==> src/rtl/dma_burst_pkg.sv <==
package dma_burst_pkg;
  typedef enum logic [1:0] {
    ST_IDLE = 2'd0,
    ST_XFER = 2'd1,
    ST_REL  = 2'd2
  } burst_st_e;

  localparam int WORD_BYTES  = 4;
  localparam int LIMIT_RESET = 16;
endpackage

==> src/rtl/dma_act_timer.sv <==
module dma_act_timer #(
  parameter int TW = 16
) (
  input  logic          clk,
  input  logic          rst_n,
  input  logic          load,
  input  logic [TW-1:0] reload,
  input  logic          run,
  output logic          expired
);
  logic [TW-1:0] cnt_q;

  always_ff @(posedge clk or negedge rst_n) begin
    if (!rst_n)                 cnt_q <= '0;
    else if (load)              cnt_q <= reload;
    else if (run && cnt_q != 0) cnt_q <= cnt_q - 1'b1;
  end

  assign expired = (cnt_q == '0);


  timer_hold_chk: assert property (@(posedge clk) disable iff (!rst_n)
    (expired && run && !load) |=> expired);
endmodule

==> src/rtl/dma_addr_gen.sv <==
module dma_addr_gen #(
  parameter int AW = 32,
  parameter int CW = 8,
  parameter int STEP = 4
) (
  input  logic          clk,
  input  logic          rst_n,
  input  logic          load,
  input  logic [AW-1:0] base,
  input  logic          adv,
  output logic [AW-1:0] addr,
  output logic [CW-1:0] count
);
  always_ff @(posedge clk or negedge rst_n) begin
    if (!rst_n) begin
      addr  <= '0;
      count <= '0;
    end else if (load) begin
      addr  <= base;
      count <= '0;
    end else if (adv) begin
      addr  <= addr + AW'(STEP);
      count <= count + 1'b1;
    end
  end


  addr_step_chk: assert property (@(posedge clk) disable iff (!rst_n)
    (adv && !load) |=> addr == $past(addr) + AW'(STEP));
endmodule

==> src/rtl/dma_end_logic.sv <==
module dma_end_logic #(
  parameter int CW = 8,
  parameter int FW = 6
) (
  input  logic          mode_thr,
  input  logic          is_write,
  input  logic [CW-1:0] count,
  input  logic [CW-1:0] limit,
  input  logic [FW-1:0] tx_level,
  input  logic [FW-1:0] tx_high,
  input  logic [FW-1:0] rx_level,
  input  logic [FW-1:0] rx_low,
  input  logic          early_stop,
  input  logic          preempt_any,
  input  logic          timer_exp,
  output logic          final_xfer
);
  logic count_hit, thr_hit;

  always_comb begin
    count_hit = ({1'b0, count} + 1'b1) >= {1'b0, limit};
    if (is_write) thr_hit = {1'b0, rx_level} <= ({1'b0, rx_low} + 1'b1);
    else          thr_hit = ({1'b0, tx_level} + 1'b1) >= {1'b0, tx_high};
    final_xfer = early_stop | preempt_any | timer_exp |
                 (mode_thr ? thr_hit : count_hit);
  end
endmodule

==> src/rtl/dma_burst_ctrl.sv <==
module dma_burst_ctrl
  import dma_burst_pkg::*;
#(
  parameter int AW = 32,
  parameter int CW = 8,
  parameter int TW = 16,
  parameter int FW = 6
) (
  input  logic          clk,
  input  logic          rst_n,
  input  logic          grant,
  input  logic          dir_write,
  input  logic [AW-1:0] start_addr,
  input  logic          mode_thr,
  input  logic          limit_we,
  input  logic [CW-1:0] limit_val,
  input  logic [TW-1:0] timer_reload,
  input  logic [FW-1:0] tx_level,
  input  logic [FW-1:0] tx_high,
  input  logic [FW-1:0] rx_level,
  input  logic [FW-1:0] rx_low,
  input  logic          early_stop,
  input  logic          preempt,
  input  logic          xfer_rdy,
  output logic [AW-1:0] xfer_addr,
  output logic [3:0]    xfer_be,
  output logic          xfer_write,
  output logic          xfer_strobe,
  output logic          xfer_last,
  output logic          bus_release
);
  burst_st_e    st_q;
  logic         dir_q, fresh_q, pre_q;
  logic [CW-1:0] limit_q, count;
  logic         start, in_xfer, done_xfer, step, timer_exp, final_xfer;

  assign in_xfer   = (st_q == ST_XFER);
  assign start     = (st_q == ST_IDLE) && grant;
  assign done_xfer = in_xfer && xfer_rdy;
  assign step      = done_xfer && !final_xfer;

  always_ff @(posedge clk or negedge rst_n) begin
    if (!rst_n) limit_q <= CW'(LIMIT_RESET);
    else if (limit_we) limit_q <= limit_val;
  end

  always_ff @(posedge clk or negedge rst_n) begin
    if (!rst_n) begin
      st_q    <= ST_IDLE;
      dir_q   <= 1'b0;
      fresh_q <= 1'b0;
      pre_q   <= 1'b0;
    end else begin
      case (st_q)
        ST_IDLE: if (grant) begin
          st_q    <= ST_XFER;
          dir_q   <= dir_write;
          fresh_q <= 1'b1;
          pre_q   <= 1'b0;
        end
        ST_XFER: begin
          if (preempt) pre_q <= 1'b1;
          fresh_q <= step;
          if (done_xfer && final_xfer) st_q <= ST_REL;
        end
        default: st_q <= ST_IDLE;
      endcase
    end
  end

  dma_act_timer #(.TW(TW)) u_timer (
    .clk(clk), .rst_n(rst_n), .load(start), .reload(timer_reload),
    .run(in_xfer), .expired(timer_exp)
  );

  dma_addr_gen #(.AW(AW), .CW(CW), .STEP(WORD_BYTES)) u_addr (
    .clk(clk), .rst_n(rst_n), .load(start), .base(start_addr),
    .adv(step), .addr(xfer_addr), .count(count)
  );

  dma_end_logic #(.CW(CW), .FW(FW)) u_end (
    .mode_thr(mode_thr), .is_write(dir_q), .count(count), .limit(limit_q),
    .tx_level(tx_level), .tx_high(tx_high), .rx_level(rx_level),
    .rx_low(rx_low), .early_stop(early_stop),
    .preempt_any(preempt | pre_q), .timer_exp(timer_exp),
    .final_xfer(final_xfer)
  );

  assign xfer_be     = in_xfer ? 4'b1111 : 4'b0000;
  assign xfer_write  = dir_q;
  assign xfer_strobe = in_xfer && fresh_q;
  assign xfer_last   = in_xfer && final_xfer;
  assign bus_release = (st_q == ST_REL);


  hold_addr_chk: assert property (@(posedge clk) disable iff (!rst_n)
    (in_xfer && !xfer_rdy) |=> in_xfer && $stable(xfer_addr) && $stable(xfer_write));

  dir_fixed_chk: assert property (@(posedge clk) disable iff (!rst_n)
    (in_xfer && !xfer_rdy) |=> $stable(xfer_write));

  release_follow_chk: assert property (@(posedge clk) disable iff (!rst_n)
    (in_xfer && xfer_rdy && xfer_last) |=> bus_release);

  release_pulse_chk: assert property (@(posedge clk) disable iff (!rst_n)
    bus_release |=> !bus_release && !in_xfer);

  grant_needed_chk: assert property (@(posedge clk) disable iff (!rst_n)
    (!in_xfer ##1 in_xfer) |-> $past(grant));

  count_bound_chk: assert property (@(posedge clk) disable iff (!rst_n)
    (in_xfer && !mode_thr && !limit_we && limit_q != 0) |-> count < limit_q);
endmodule

==> config.mk <==
export PLATFORM = sky130hd
export DESIGN_NAME = dma_burst_ctrl
export DESIGN_NICKNAME = d
export VERILOG_FILES = /design/src/rtl/dma_burst_pkg.sv /design/src/rtl/dma_act_timer.sv /design/src/rtl/dma_addr_gen.sv /design/src/rtl/dma_end_logic.sv /design/src/rtl/dma_burst_ctrl.sv
export SDC_FILE = /design/constraint.sdc
export NUM_CORES = 1
export LEC_CHECK = 0
export BUFFER_PORTS_ARGS = -buffer_cell sky130_fd_sc_hd__buf_2
export CAP_MARGIN = 40
export CORE_MARGIN = 3
export CORE_UTILIZATION = 53
export CTS_CLUSTER_DIAMETER = 80
export DETAILED_ROUTE_END_ITERATION = 10
export PLACE_DENSITY_LB_ADDON = 0.2
export SLEW_MARGIN = 20
export SYNTH_ARGS = -nofsm -noshare
export SYNTH_HDL_FRONTEND = slang
export SYNTH_SLANG_ARGS = --single-unit
==> constraint.sdc <==
create_clock -name clk -period 3.85 [get_ports clk]
set_clock_uncertainty 0.05 [all_clocks]
set_input_delay 0.77 -clock clk [delete_from_list [all_inputs] [get_ports clk]]
set_output_delay 0.77 -clock clk [all_outputs]
set_load 0.05 [all_outputs]
==> results of run 1 <==
## power by group through the flow
stage | Sequential (mW) | Combinational [mW] | Clock [mW]
5_1_grt | 1.38 | 2.03 | 0.705
3_5_place_dp | 1.33 | 1.87 | 0
4_1_cts | 1.32 | 1.88 | 0.674
2_1_floorplan | 1.84 | 0.869 | 0
6_report | 1.33 | 1.88 | 0.661
3_3_place_gp | 1.32 | 1.82 | 0
## kinds of logic (layout without fill, tap and decap cells)
logic type	count (synthesis)	count (layout)	synth area share [%]
XOR/XNOR	56	56	11.1
AND/OR/NAND/NOR	221	221	25.9
adder cells (fa/ha/maj)	25	25	7.10
buffers and inverters	50	181	4.80
multiplexers	3	3	0.738
AO/OA/AOI/OAI	80	80	11.1
flip-flops	69	69	39.2
## state kept, by name, summed over array words and instances (netlist names)
signal / count
pre_q: 1
fresh_q: 1
limit_q: 8
u_addr.addr: 32
st_q: 2
u_timer.cnt_q: 16
xfer_write: 1
u_addr.count: 8
## area by class of cell
| cell class | count | area (um^2) | area share, % |
|---|---|---|---|
| multi-input combinational | 385 | 2510 | 46.0 |
| sequential | 69 | 1730 | 31.8 |
| timing repair buffer | 141 | 764 | 14.0 |
| clock buffer | 10 | 138 | 2.53 |
| tap | 102 | 128 | 2.34 |
| inverter | 24 | 90.1 | 1.66 |
| clock inverter | 6 | 86.3 | 1.59 |
## how the worst max path moves through the flow
stage                           startpoint  slack [ns]         to  cells past startpoint
4_1_cts        u_addr.count[0]$_DFFE_PN0P_        0.04  xfer_last                     11
3_3_place_gp   u_addr.count[0]$_DFFE_PN0P_        0.19  xfer_last                     11
6_report       u_addr.count[1]$_DFFE_PN0P_        0.19  xfer_last                     11
3_5_place_dp                     rx_low[0]        0.14  xfer_last                     11
5_1_grt        u_addr.count[1]$_DFFE_PN0P_        0.01  xfer_last                     11
2_1_floorplan  u_addr.count[0]$_DFFE_PN0P_        0.17  xfer_last                     11
## cell usage after synthesis (4+ instances only)
master,n,area share (%)
and3_1,8,1.1
nand4_1,20,2.8
nor4_1,7,0.99
nor2_1,29,2.5
nor3_1,8,0.91
nand2_1,75,6.4
xor2_1,33,6.6
nand3_1,37,4.2
o211ai_1,9,1.5
inv_1,24,2.0
dfrtp_1,68,39
buf_2,7,0.80
buf_4,4,0.68
or4_1,8,1.4
clkbuf_1,14,1.2
a21oi_1,11,1.2
o21ai_0,41,4.7
ha_1,25,7.1
xnor2_1,23,4.6
## worst reg2reg max path: stages (launching register included)
cell	delay, ns
dfrtp_2	0.39
buf_4	0.13
nand3_1	0.07
nor2_1	0.19
nand3_1	0.18
xnor2_1	0.17
ha_1	0.32
a311oi_2	0.28
a311oi_2	0.09
buf_4	0.17
buf_4	0.13
nor4_4	0.28
nand2_2	0.26
or4_1	0.53
nand3_1	0.10
## what timing repair did
item / 4_1_cts / 5_1_grt
cloned: 0 / 0
pin swaps: 1 / 1
resized for setup: 3 / 6
buffers inserted: 0 / 3
setup endpoints to repair: 1 / 1
## per-layer routing
metal,global-route usage [%],vias up,part of all wire (%)
met5,0,-,0
met4,7.45,0,1.3
met3,4.59,11,6.8
met2,38.1,127,46
met1,32.1,1904,46
li1,-,2031,-
==> flow_metrics.tcl, run 1 <==
set metrics [dict create \
    netlist_area_um2 4410 \
    cts_buffers 9 \
    crit_top_cell "ha_1" \
    layout_commonest_cell "buf_2" \
    postSynth.asyncResetShare_pct 100 \
    area_growth_pct 23.5 \
    cts_tree "yes" \
    placed_cells 718 \
    grt_pass1_wl_mm 18.5 \
    fp.dieH_um 97.2 \
    fin_cells 737 \
    clk_path_buf_depth 2 \
    pin_count 129 \
    start_kind "register" \
    cts_root_buf "clkbuf_8" \
    power.density_nw_per_um2 710 \
    die_w_um 97.2 \
    n_antenna_cell 0 \
    start_util_pct 55.9 \
    clockPowerShare_pct 17.1 \
    drt_iter0_drc 157 \
    worst_ir_drop_vdd_mv 0.488 \
    worstMarginPinSlew_ns 0.607 \
    wl_mm 10.9 \
    hold_ws_ns 0.314 \
    post-route-util_pct 69.0 \
    timing.final.crit_period_ns 3.66 \
    leakage_nw 2.51 \
    max_slew_margin_pct 59.5 \
    port_buffers 128 \
    layout_common_cells "buf_2, nand2_1, dfrtp_1" \
    synthDistinctLibCells 53 \
    period_share_pct 95.1 \
    final_nets 744 \
    ys_ff_latch 69 \
    drtPass1Iterations 5 \
    hp-class "primary input to async pin" \
    cp.arrival_ns 2.84 \
    yosysWarnings 0 \
    drv_slew 0 \
    critPathRequiredTime_ns 3.03 \
    status "complete, no violations" \
    grtUsageTotal_pct 23.6 \
    vias 4073 \
    critPathTopFamily "simple AND/OR/NAND/NOR gates" \
    antenna_found_initial 0 \
    place_hpwl_mm 8.20 \
    finalWorstSetupSlack_ns 0.187 \
    r2r-start "u_addr.count[0]$_DFFE_PN0P_" \
    cp.buffers_inverters 1 \
    r2r-end "u_addr.addr[15]$_DFFE_PN0P_" \
    synth_nets 618 \
    finalPower_mw 3.87 \
    dpl_cell_area_um2 5160 \
    max_freq_mhz 273 \
    drt-wirelength-per-cell_um 14.8 \
    crit_type "register to output port" \
    first_global_vias 3993 \
    p_int_mw 1.94 \
    place_ws_ns 0.144 \
    seq_area_frac_synth_pct 39.2 \
    grt_overflow 0 \
    drc 0 \
    syn_area_per_cell_um2 8.74 \
    final-setup-viol-count 0 \
    tns_ns 0 \
    yosys_most_used_dff "dfrtp_1" \
    swShare_pct 49.9 \
    place.gp.congestion 0.935 \
    cts_htree_levels 3 \
    p_comb_share_pct 48.6 \
    clock_sinks 69 \
    drv_cap 0 \
    clkLatencyLatePin_ns 0.35 \
    hold_viol_final 0 \
    fillCellCount 657 \
    coreArea_um2 7890 \
    worstPathCellList "ha_1 -> and3_4 -> nand3_1 -> xnor2_1 -> ha_1 -> o2111ai_1 -> a311oi_2 -> nor2_1 -> and3_1 -> nor2_2 -> buf_6" \
    cp_max_fo 5 \
    max_stage_delay_ns 0.40 \
    hold_buffers 0 \
    syn_inst 504 \
    viasPerCell 5.53 \
    grt_setup_unrepaired "no" \
    cp-end-kind "output port" \
    num_rows 32 \
    drive_gt1_share_pct 27.9 \
    grt_max_degree 65 \
    stdcell_area_um2 5440 \
    crit_path_top_delay_cell "dfrtp_1" \
    clkTransAtPathRegs_ns 0.08 \
    switching_power_mw 1.93 \
    die-area_um2 9440 \
    synth_edf_count 0 \
    reg2reg_slack_ns 0.45 \
    seqPwrFrac_pct 34.3 \
    route.antenna.remaining_nets 0 \
    r2r_cells 14 \
]
No activity file was read; power rests on OpenSTA's default activity.
==> run 2: changes to the inputs <==
- CELL_PAD_IN_SITES_DETAIL_PLACEMENT: unset -> 0
- CELL_PAD_IN_SITES_GLOBAL_PLACEMENT: unset -> 1
- CORE_UTILIZATION: 53 -> 39
==> run 2 against run 1 <==
Sequential share of layout area decreased by 0.62 points. Sequential power about the same. Register-to-register slack improved by 0.04 ns. Worst setup slack got worse by 0.021 ns. Worst hold slack improved by 0.063 ns. Global-route usage decreased by 5.0 points.
==> flow_metrics.tcl, run 2 (same netlist as run 1, synthesis figures left out) <==
set metrics [dict create \
    worstPathCellList "ha_1 -> and3_2 -> xor2_1 -> ha_1 -> o21a_1 -> o2111ai_1 -> a311oi_2 -> nor2_1 -> and3_1 -> nor2_2 -> buf_6" \
    fp.dieH_um 112 \
    drt_iter0_drc 180 \
    drv_cap 0 \
    cp.arrival_ns 2.86 \
    first_global_vias 3932 \
    drtPass1Iterations 5 \
    r2r-end "u_addr.addr[8]$_DFFE_PN0P_" \
    r2r-start "u_addr.count[0]$_DFFE_PN0P_" \
    endpoint "xfer_last" \
    viasPerCell 5.19 \
    coreArea_um2 10900 \
    drt-wirelength-per-cell_um 15.1 \
    r2r_cells 11 \
    power.density_nw_per_um2 733 \
    tns_ns 0 \
    grt_pass1_wl_mm 19.1 \
    place_ws_ns 0.173 \
    switching_power_mw 1.97 \
    place_hpwl_mm 8.64 \
    met2_usage_pct 29.8 \
    grt_max_degree 46 \
    status "complete, no violations" \
    final_nets 742 \
    largest_register "u_addr.addr" \
    post-route-util_pct 50.8 \
    placed_cells 757 \
    wl_mm 11.7 \
    port_buffers 128 \
    antenna_found_initial 0 \
    crit_type "register to output port" \
    die_w_um 112 \
    drv_slew 0 \
    clock_sinks 69 \
    layout_common_cells "buf_2, nand2_1, dfrtp_1" \
    timing.final.crit_period_ns 3.68 \
    leakage_nw 2.53 \
    place.gp.congestion 0.856 \
    max_stage_delay_ns 0.44 \
    num_rows 38 \
    grtUsageTotal_pct 18.6 \
    fin_cells 773 \
    crit_top_cell "ha_1" \
    n_antenna_cell 0 \
    final-setup-viol-count 0 \
    reg2reg_slack_ns 0.49 \
    clkTransAtPathRegs_ns 0.06 \
    start_util_pct 40.3 \
    cts_htree_levels 3 \
    finalPower_mw 4.07 \
    drc 0 \
    worstMarginPinSlew_ns 0.617 \
    grt_overflow 0 \
    p_comb_share_pct 46.1 \
    layout_commonest_cell "buf_2" \
    top_usage_layer "met2" \
    cts_buffers 9 \
    route.antenna.remaining_nets 0 \
    seqPwrFrac_pct 32.7 \
    gr-usage-met1_pct 25.4 \
    max_slew_margin_pct 58.8 \
    clk_path_buf_depth 2 \
    grt_setup_unrepaired "no" \
    cts_tree "yes" \
    swShare_pct 48.5 \
    worstSetupStartpoint "u_addr.count[0]$_DFFE_PN0P_" \
    vias 4012 \
    cts_root_buf "clkbuf_16" \
    max_freq_mhz 271 \
    period_share_pct 95.7 \
    drive_gt1_share_pct 27.6 \
    cp_max_fo 5 \
    clockPowerShare_pct 21.2 \
    pin_count 129 \
    clkLatencyLatePin_ns 0.33 \
    hold_viol_final 0 \
    use_met3_pct 3.56 \
    start_kind "register" \
    finalWorstSetupSlack_ns 0.166 \
    p_int_mw 2.09 \
    area_growth_pct 26.0 \
    critPathRequiredTime_ns 3.03 \
    hp-class "primary input to async pin" \
    worst_ir_drop_vdd_mv 0.462 \
    largestRegisters "u_addr.addr: 32 flops, u_timer.cnt_q: 16 flops" \
    cp-end-kind "output port" \
    die-area_um2 12600 \
    largest_reg_flops 32 \
    crit_path_top_delay_cell "dfrtp_2" \
]
==> run 2: cell count changes in the layout (fill, tap and decap cells not counted) <==
cell / delta
bufinv_16: -1
a31oi_4: -1
and3_4: -1
buf_4: -2
a31oi_2: +1
clkbuf_8: -8
clkinv_2: -1
clkbuf_16: +9
and3_2: +1
clkinvlp_4: +1
==> run 2: cell type report <==
cell class | count | area (um^2)
clock inverter | 5 | 58.8
fill | 1059 | 5390
tap | 140 | 175
sequential | 69 | 1730
inverter | 24 | 90.1
multi-input combinational | 385 | 2490
timing repair buffer | 139 | 749
clock buffer | 11 | 253
==> run 2: worst min-delay path by stage <==
stage	startpoint	to	slack, ns	cells after the start
2_1_floorplan	fresh_q$_DFFE_PN0P_	fresh_q$_DFFE_PN0P_	0.40	2
3_3_place_gp	u_addr.addr[0]$_DFFE_PN0P_	u_addr.addr[0]$_DFFE_PN0P_	0.41	2
3_5_place_dp	u_addr.addr[1]$_DFFE_PN0P_	u_addr.addr[1]$_DFFE_PN0P_	0.41	2
4_1_cts	rst_n	u_addr.addr[9]$_DFFE_PN0P_	0.39	2
5_1_grt	rst_n	u_addr.addr[9]$_DFFE_PN0P_	0.41	2
6_report	rst_n	u_addr.addr[9]$_DFFE_PN0P_	0.38	2
==> run 2: metal layers <==
layer	part of all wire [%]	wire, um
met5	0	0
met4	1.6	187
met3	5.6	649
met2	46	5420
met1	46	5400
==> run 2: repair_timing <==
item	CTS	global route
endpoints found under the setup margin	1	1
hold buffers	0	0
setup buffers	0	0
pin swaps	0	1
gates resized for setup	3	4
==> run 2: power by group through the flow <==
stage | combinational [mW] | clock (mW) | sequential, mW
floorplan | 0.869 | 0 | 1.84
global placement | 1.85 | 0 | 1.33
detailed placement | 1.89 | 0 | 1.33
global route | 2.03 | 0.914 | 1.38
CTS | 1.90 | 0.873 | 1.33
finish | 1.88 | 0.862 | 1.33
==> run 2: stage by stage <==
| stage | hold slack [ns] | instance area (um^2) |
|---|---|---|
| 2_1_floorplan | 0.402 | 4410 |
| 3_3_place_gp | 0.407 | 5190 |
| 3_5_place_dp | 0.411 | 5220 |
| 4_1_cts | 0.387 | 5540 |
| 5_1_grt | 0.412 | 5550 |
| 6_report | 0.378 | 5550 |
==> run 2: worst max-delay path, delay by kind of cell (launching register included) <==
family | cells | cell delay (ns)
AND/OR/NAND/NOR | 4 | 0.68
adder cells (fa/ha/maj) | 2 | 0.54
AO/OA/AOI/OAI | 3 | 0.52
flip-flops | 1 | 0.44
buffers and inverters | 1 | 0.17
XOR/XNOR | 1 | 0.16
